<file path="src/rtl/dac_bank_pkg.sv">
package dac_bank_pkg;

    localparam int FRAME_W = 16;
    localparam int ADDR_W  = 4;
    localparam int CODE_W  = 8;
    localparam int IOX_W   = FRAME_W - ADDR_W;

    // Low byte that releases every releasable channel at once.
    localparam logic [7:0] BCAST_BYTE = 8'hD0;

    typedef enum logic [1:0] {
        ST_IDLE  = 2'd0,
        ST_SHIFT = 2'd1,
        ST_APPLY = 2'd2
    } frm_state_e;

    typedef enum logic [1:0] {
        IOX_WRITE   = 2'd0,
        IOX_CAPTURE = 2'd1,
        IOX_DIR     = 2'd2,
        IOX_NONE    = 2'd3
    } iox_op_e;

endpackage

</file>
<file path="src/rtl/dcb_sync.sv">
module dcb_sync #(
    parameter int STAGES  = 2,
    parameter bit RST_VAL = 1'b0
) (
    input  logic clk,
    input  logic rst_n,
    input  logic d,
    output logic q
);

    logic [STAGES-1:0] pipe;

    always_ff @(posedge clk or negedge rst_n) begin
        if (!rst_n) begin
            pipe <= {STAGES{RST_VAL}};
        end else begin
            pipe <= {pipe[STAGES-2:0], d};
        end
    end

    assign q = pipe[STAGES-1];

endmodule

</file>
<file path="src/rtl/dcb_frame_ctrl.sv">
module dcb_frame_ctrl
    import dac_bank_pkg::*;
(
    input  logic               clk,
    input  logic               rst_n,
    input  logic               din_s,
    input  logic               sclk_s,
    input  logic               cs_n_s,
    output logic [FRAME_W-1:0] frame,
    output logic               apply,
    output logic               so_data
);

    localparam int CNT_W = $clog2(FRAME_W + 2);
    localparam logic [CNT_W-1:0] CNT_FULL = CNT_W'(FRAME_W);
    localparam logic [CNT_W-1:0] CNT_SAT  = CNT_W'(FRAME_W + 1);

    frm_state_e         state_q, state_d;
    logic               sclk_q, cs_q;
    logic               sclk_rise, cs_rise, cs_fall;
    logic [FRAME_W-1:0] sr;
    logic [CNT_W-1:0]   cnt;

    assign sclk_rise = sclk_s & ~sclk_q;
    assign cs_rise   = cs_n_s & ~cs_q;
    assign cs_fall   = ~cs_n_s & cs_q;

    // State register
    always_ff @(posedge clk or negedge rst_n) begin
        if (!rst_n) begin
            state_q <= ST_IDLE;
        end else begin
            state_q <= state_d;
        end
    end

    // Next-state decode
    always_comb begin
        state_d = state_q;
        unique case (state_q)
            ST_IDLE:  if (cs_fall) state_d = ST_SHIFT;
            ST_SHIFT: if (cs_rise) state_d = (cnt == CNT_FULL) ? ST_APPLY : ST_IDLE;
            ST_APPLY: state_d = ST_IDLE;
            default:  state_d = ST_IDLE;
        endcase
    end

    // Edge history, shift register and edge counter
    always_ff @(posedge clk or negedge rst_n) begin
        if (!rst_n) begin
            sclk_q <= 1'b0;
            cs_q   <= 1'b1;
            sr     <= '0;
            cnt    <= '0;
        end else begin
            sclk_q <= sclk_s;
            cs_q   <= cs_n_s;
            if (state_q == ST_IDLE && cs_fall) begin
                cnt <= '0;
            end else if (state_q == ST_SHIFT && sclk_rise) begin
                sr <= {sr[FRAME_W-2:0], din_s};
                if (cnt != CNT_SAT) cnt <= cnt + 1'b1;
            end
        end
    end

    // Outputs
    always_comb begin
        apply   = (state_q == ST_APPLY);
        frame   = sr;
        so_data = sr[FRAME_W-1];
    end

endmodule

</file>
<file path="src/rtl/dcb_code_bank.sv">
module dcb_code_bank
    import dac_bank_pkg::*;
#(
    parameter int NCH    = 12,
    parameter int NFIXED = 4
) (
    input  logic                  clk,
    input  logic                  rst_n,
    input  logic                  apply,
    input  logic [FRAME_W-1:0]    frame,
    output logic [NCH*CODE_W-1:0] dac_code,
    output logic [NCH-1:0]        dac_drive,
    output logic                  iox_valid,
    output logic [1:0]            iox_op,
    output logic [IOX_W-1:0]      iox_data
);

    localparam int IOX_BASE = NCH + 1;
    localparam int IOX_LAST = NCH + 3;

    logic [ADDR_W-1:0] addr;
    logic              bcast;
    int                addr_i;

    assign addr   = frame[ADDR_W-1:0];
    assign addr_i = int'(addr);
    assign bcast  = apply && (addr == '0) && (frame[7:0] == BCAST_BYTE);

    for (genvar ch = 0; ch < NCH; ch++) begin : g_ch
        logic sel;
        assign sel = apply && (addr_i == ch + 1);

        always_ff @(posedge clk or negedge rst_n) begin
            if (!rst_n) begin
                dac_code[ch*CODE_W +: CODE_W] <= '0;
            end else if (sel) begin
                dac_code[ch*CODE_W +: CODE_W] <= frame[FRAME_W-1 -: CODE_W];
            end
        end

        if (ch < NFIXED) begin : g_fixed
            assign dac_drive[ch] = 1'b1;
        end else begin : g_rel
            always_ff @(posedge clk or negedge rst_n) begin
                if (!rst_n) begin
                    dac_drive[ch] <= 1'b0;
                end else if (sel) begin
                    dac_drive[ch] <= ~frame[ADDR_W];
                end else if (bcast) begin
                    dac_drive[ch] <= 1'b0;
                end
            end
        end
    end

    always_comb begin
        iox_valid = apply && (addr_i >= IOX_BASE) && (addr_i <= IOX_LAST);
        iox_op    = iox_valid ? 2'(addr_i - IOX_BASE) : IOX_NONE;
        iox_data  = frame[FRAME_W-1:ADDR_W];
    end

endmodule

</file>
<file path="src/rtl/dac_code_bank.sv">
module dac_code_bank
    import dac_bank_pkg::*;
#(
    parameter int NCH         = 12,
    parameter int NFIXED      = 4,
    parameter int SYNC_STAGES = 2
) (
    input  logic                  clk,
    input  logic                  rst_n,
    input  logic                  ser_din,
    input  logic                  ser_sclk,
    input  logic                  ser_cs_n,
    output logic [NCH*CODE_W-1:0] dac_code,
    output logic [NCH-1:0]        dac_drive,
    output logic                  so_data,
    output logic                  so_oe,
    output logic                  iox_valid,
    output logic [1:0]            iox_op,
    output logic [IOX_W-1:0]      iox_data
);

    logic               din_s, sclk_s, cs_n_s;
    logic               frm_apply;
    logic [FRAME_W-1:0] frm_word;

    dcb_sync #(.STAGES(SYNC_STAGES), .RST_VAL(1'b0)) u_sync_din (
        .clk(clk), .rst_n(rst_n), .d(ser_din), .q(din_s)
    );
    dcb_sync #(.STAGES(SYNC_STAGES), .RST_VAL(1'b0)) u_sync_sclk (
        .clk(clk), .rst_n(rst_n), .d(ser_sclk), .q(sclk_s)
    );
    dcb_sync #(.STAGES(SYNC_STAGES), .RST_VAL(1'b1)) u_sync_cs (
        .clk(clk), .rst_n(rst_n), .d(ser_cs_n), .q(cs_n_s)
    );

    dcb_frame_ctrl u_frame (
        .clk(clk), .rst_n(rst_n),
        .din_s(din_s), .sclk_s(sclk_s), .cs_n_s(cs_n_s),
        .frame(frm_word), .apply(frm_apply), .so_data(so_data)
    );

    dcb_code_bank #(.NCH(NCH), .NFIXED(NFIXED)) u_bank (
        .clk(clk), .rst_n(rst_n),
        .apply(frm_apply), .frame(frm_word),
        .dac_code(dac_code), .dac_drive(dac_drive),
        .iox_valid(iox_valid), .iox_op(iox_op), .iox_data(iox_data)
    );

    assign so_oe = ~cs_n_s;

endmodule

</file>
<file path="config.mk">
export PLATFORM = sky130hd
export DESIGN_NAME = dac_code_bank
export DESIGN_NICKNAME = d
export VERILOG_FILES = /design/src/rtl/dac_bank_pkg.sv /design/src/rtl/dcb_sync.sv /design/src/rtl/dcb_frame_ctrl.sv /design/src/rtl/dcb_code_bank.sv /design/src/rtl/dac_code_bank.sv
export SDC_FILE = /design/constraint.sdc
export NUM_CORES = 1
export LEC_CHECK = 0
export ABC_AREA = 1
export CAP_MARGIN = 0
export CORE_UTILIZATION = 61
export CTS_CLUSTER_SIZE = 40
export DETAILED_ROUTE_END_ITERATION = 10
export DONT_BUFFER_PORTS = 1
export GPL_TIMING_DRIVEN = 1
export MAX_ROUTING_LAYER = met4
export PLACE_DENSITY = 0.78
export SKIP_LAST_GASP = 1
export SYNTH_ARGS = -nofsm -noshare
export SYNTH_HDL_FRONTEND = slang
export SYNTH_HIERARCHICAL = 1
export SYNTH_SLANG_ARGS = --single-unit
</file>
<file path="constraint.sdc">
create_clock -name clk -period 4.9 [get_ports clk]
set_clock_uncertainty 0.2 [all_clocks]
set_input_delay 0.735 -clock clk [delete_from_list [all_inputs] [get_ports clk]]
set_output_delay 0.735 -clock clk [all_outputs]
set_load 0.05 [all_outputs]
</file>
==> metrics <==
worst flop-to-flop path endpoint u_bank/dac_code[15]; switch share 0.256; post-synthesis register bit count 135; combinational power share 0.068; most frequent CP cell nor2_1; Crit-path slowest cell nor2_1; DR iter-0 viols 217; first-pass GRT wire length 19,300 um; reg2reg start u_frame/frame[15]; failing checks negative hold slack; Reg power frac 0.455; Slew @ Worst Pin 0.974 ns; FP Rows 34; n_diodes 0; TritonRoute pass-1 iters 5; # clock sinks 135; Rel. slew slack 0.348; DIE AREA 9500 um2; final hold violation count 22; slowest cell delay on critical path 0.73 ns; Gate Count Post-Synth 576; FILL cells 661; I/O Buffers 0; Crit Path Max Fanout 5; Crit Path Class flip-flop to output pin; max cap viols 0; worst vdd ir 0.296 mV; R2R Setup Slk 2.82 ns; share of cells above drive strength 1 0.134; crit path buf inv count 2; clock power share 0.477; crit share post-route 0.785; postcts setup bufs 0; worst hold slack -0.0410 ns; Yosys warning count 6; initial core utilization 0.635; Routed WL 11,900 um; most frequent cells in the layout nand2_1, dfrtp_1, o21ai_0; area delta synth->final 8.91%; Worst EP required 3.96 ns; clk slew on worst S/H paths 0.06 ns; most common library cell in the layout ignoring fill and taps nand2_1; vias in the first global route 3,648; post-DP HPWL 7800 um; Sw Pwr 0.701 mW; CTS Buf Count 17; dpl cells 648; total gr overflow 0; XOR/XNOR Fraction of Synth Area 0; Seq/Total Area, Yosys 0.608; final cell count without fillers 682; Die H 97.5 um; R2R depth 2; Final Wtd Congestion 0.837; element type at the critical path start flip-flop; final instance area 6060 um2; Max clock buf depth 2; Worst Path Arrival 2.91 ns; delay-heaviest family, CP simple AND/OR/NAND/NOR gates; CTS tree yes; power per standard cell area 451 nW/um2; fmax 0.260 GHz; RSZ-0062 raised after global routing false; area share of and/or/nand/nor cells after synthesis 0.185; Setup Viol. Count Final 0; Final Slew Violations 0; leakage power 2.94 nW; DR vias 3,716; htree depth 4; crit-path cells inv_2 -> nor2_1 -> nand2_1 -> inv_1 -> nor2_1 -> nor2_1 -> nand2_1; Internal 2.03 mW; placed instance area 5410 um2; minimum clock period 3.85 ns; GRT Resource Usage Total 0.274; post-CTS sizing 0; Root Driver clkbuf_8; die width 97.5 um; Vias per Instance 5.45; largest net degree at the start of global routing 136; fin nets 573; Skew-Pair Late Insertion Delay 0.51 ns; Critical Path Sink Type output pin; main combinational cell family by area after synthesis simple AND/OR/NAND/NOR gates; mux share of post-synthesis cell area 0; Mapped Avg Cell Area 9.66 um2; synth unique cells 26; initial antenna violation count 0; hold-fix buffers at CTS 2; IO Pins 130; worst min-delay path category input port to asynchronous set/reset pin; Post-route DRC 0; final setup TNS 0 ns; Placeable Area 8760 um2; adder-cell share of the synthesized area 0.0157; Post-Syn Area 5560 um2; Compound-Gate Fraction of Synth Area 0.104; status finished, violations left; drt wl/cell 17.4 um; antenna viol nets, final 0
[metrics by stage]
step | worst slack, ns | power (mW) | util | hold WS [ns]
2_1_floorplan | 1.78 | 1.40 | - | 0.131
3_3_place_gp | 1.68 | 1.41 | 0.617 | 0.134
3_5_place_dp | 1.61 | 1.42 | 0.617 | 0.138
4_1_cts | 1.05 | 2.75 | 0.691 | 0.0147
5_1_grt | 0.902 | 2.84 | 0.691 | 0.0188
6_report | 1.05 | 2.73 | 0.691 | -0.0410
[logic make-up (layout without fill, tap and decap cells)]
logic type,Yosys count,count (layout)
other cells,1,4
fa+ha+maj,7,7
flops,135,135
buf+inv,87,82
compound gates,99,99
simple gates,247,247
[per-layer routing]
layer	GRT usage	wire length, um
met2	0.425	5860
met1	0.346	4940
met5	-	0
met4	0.102	147
met3	0.0791	940
[cell usage after synthesis, drive strengths merged]
cell type  count  area (um2)
nand2        194         743
dfrtp        132        3300
o21ai         91         538
inv           48         180
nor2          39         204
buf           31         273
nand3         11        60.1
a21oi          8        40.0
clkbuf         8        30.0
ha             7        87.6
dfstp          3        78.8
conb           1        3.75
nand3b         1        7.51
nand4          1        6.26
nor4           1        6.26
[registers in the layout (all words and copies together) (netlist names)]
register	count
u_sync_din/pipe	2
u_sync_cs/pipe	2
u_frame/cs_q	1
u_frame/state_q	2
u_frame/sclk_q	1
u_bank/dac_code	96
u_frame/cnt	5
u_bank/dac_drive	8
u_sync_sclk/pipe	2
u_frame/frame	16
[layout make-up]
class	instances	area, um2	share of cell area
clock buffer	18	418	0.0690
clock inverter	14	196	0.0324
inverter	48	180	0.0297
multi-input combinational	357	1710	0.282
sequential	135	3380	0.558
tap	108	135	0.0223
timing repair buffer	2	37.5	0.00620
[worst max-delay path by stage]
stage,start,endpoint,cells after the start
CTS,u_frame/state_q[1],iox_op[1],7
global route,u_frame/state_q[1],iox_op[1],7
detailed placement,u_frame/state_q[1],iox_op[1],7
floorplan,u_frame/state_q[1],iox_op[0],7
global placement,u_frame/state_q[1],iox_op[0],7
finish,u_frame/state_q[1],iox_op[1],7
[power by group through the flow]
stage	registers [mW]	clock network (mW)	logic (mW)
2_1_floorplan	1.21	0	0.190
3_5_place_dp	1.26	0	0.162
5_1_grt	1.25	1.37	0.212
4_1_cts	1.24	1.32	0.188
6_report	1.24	1.30	0.187
3_3_place_gp	1.26	0	0.153
Power figures use the tool's default switching activity.
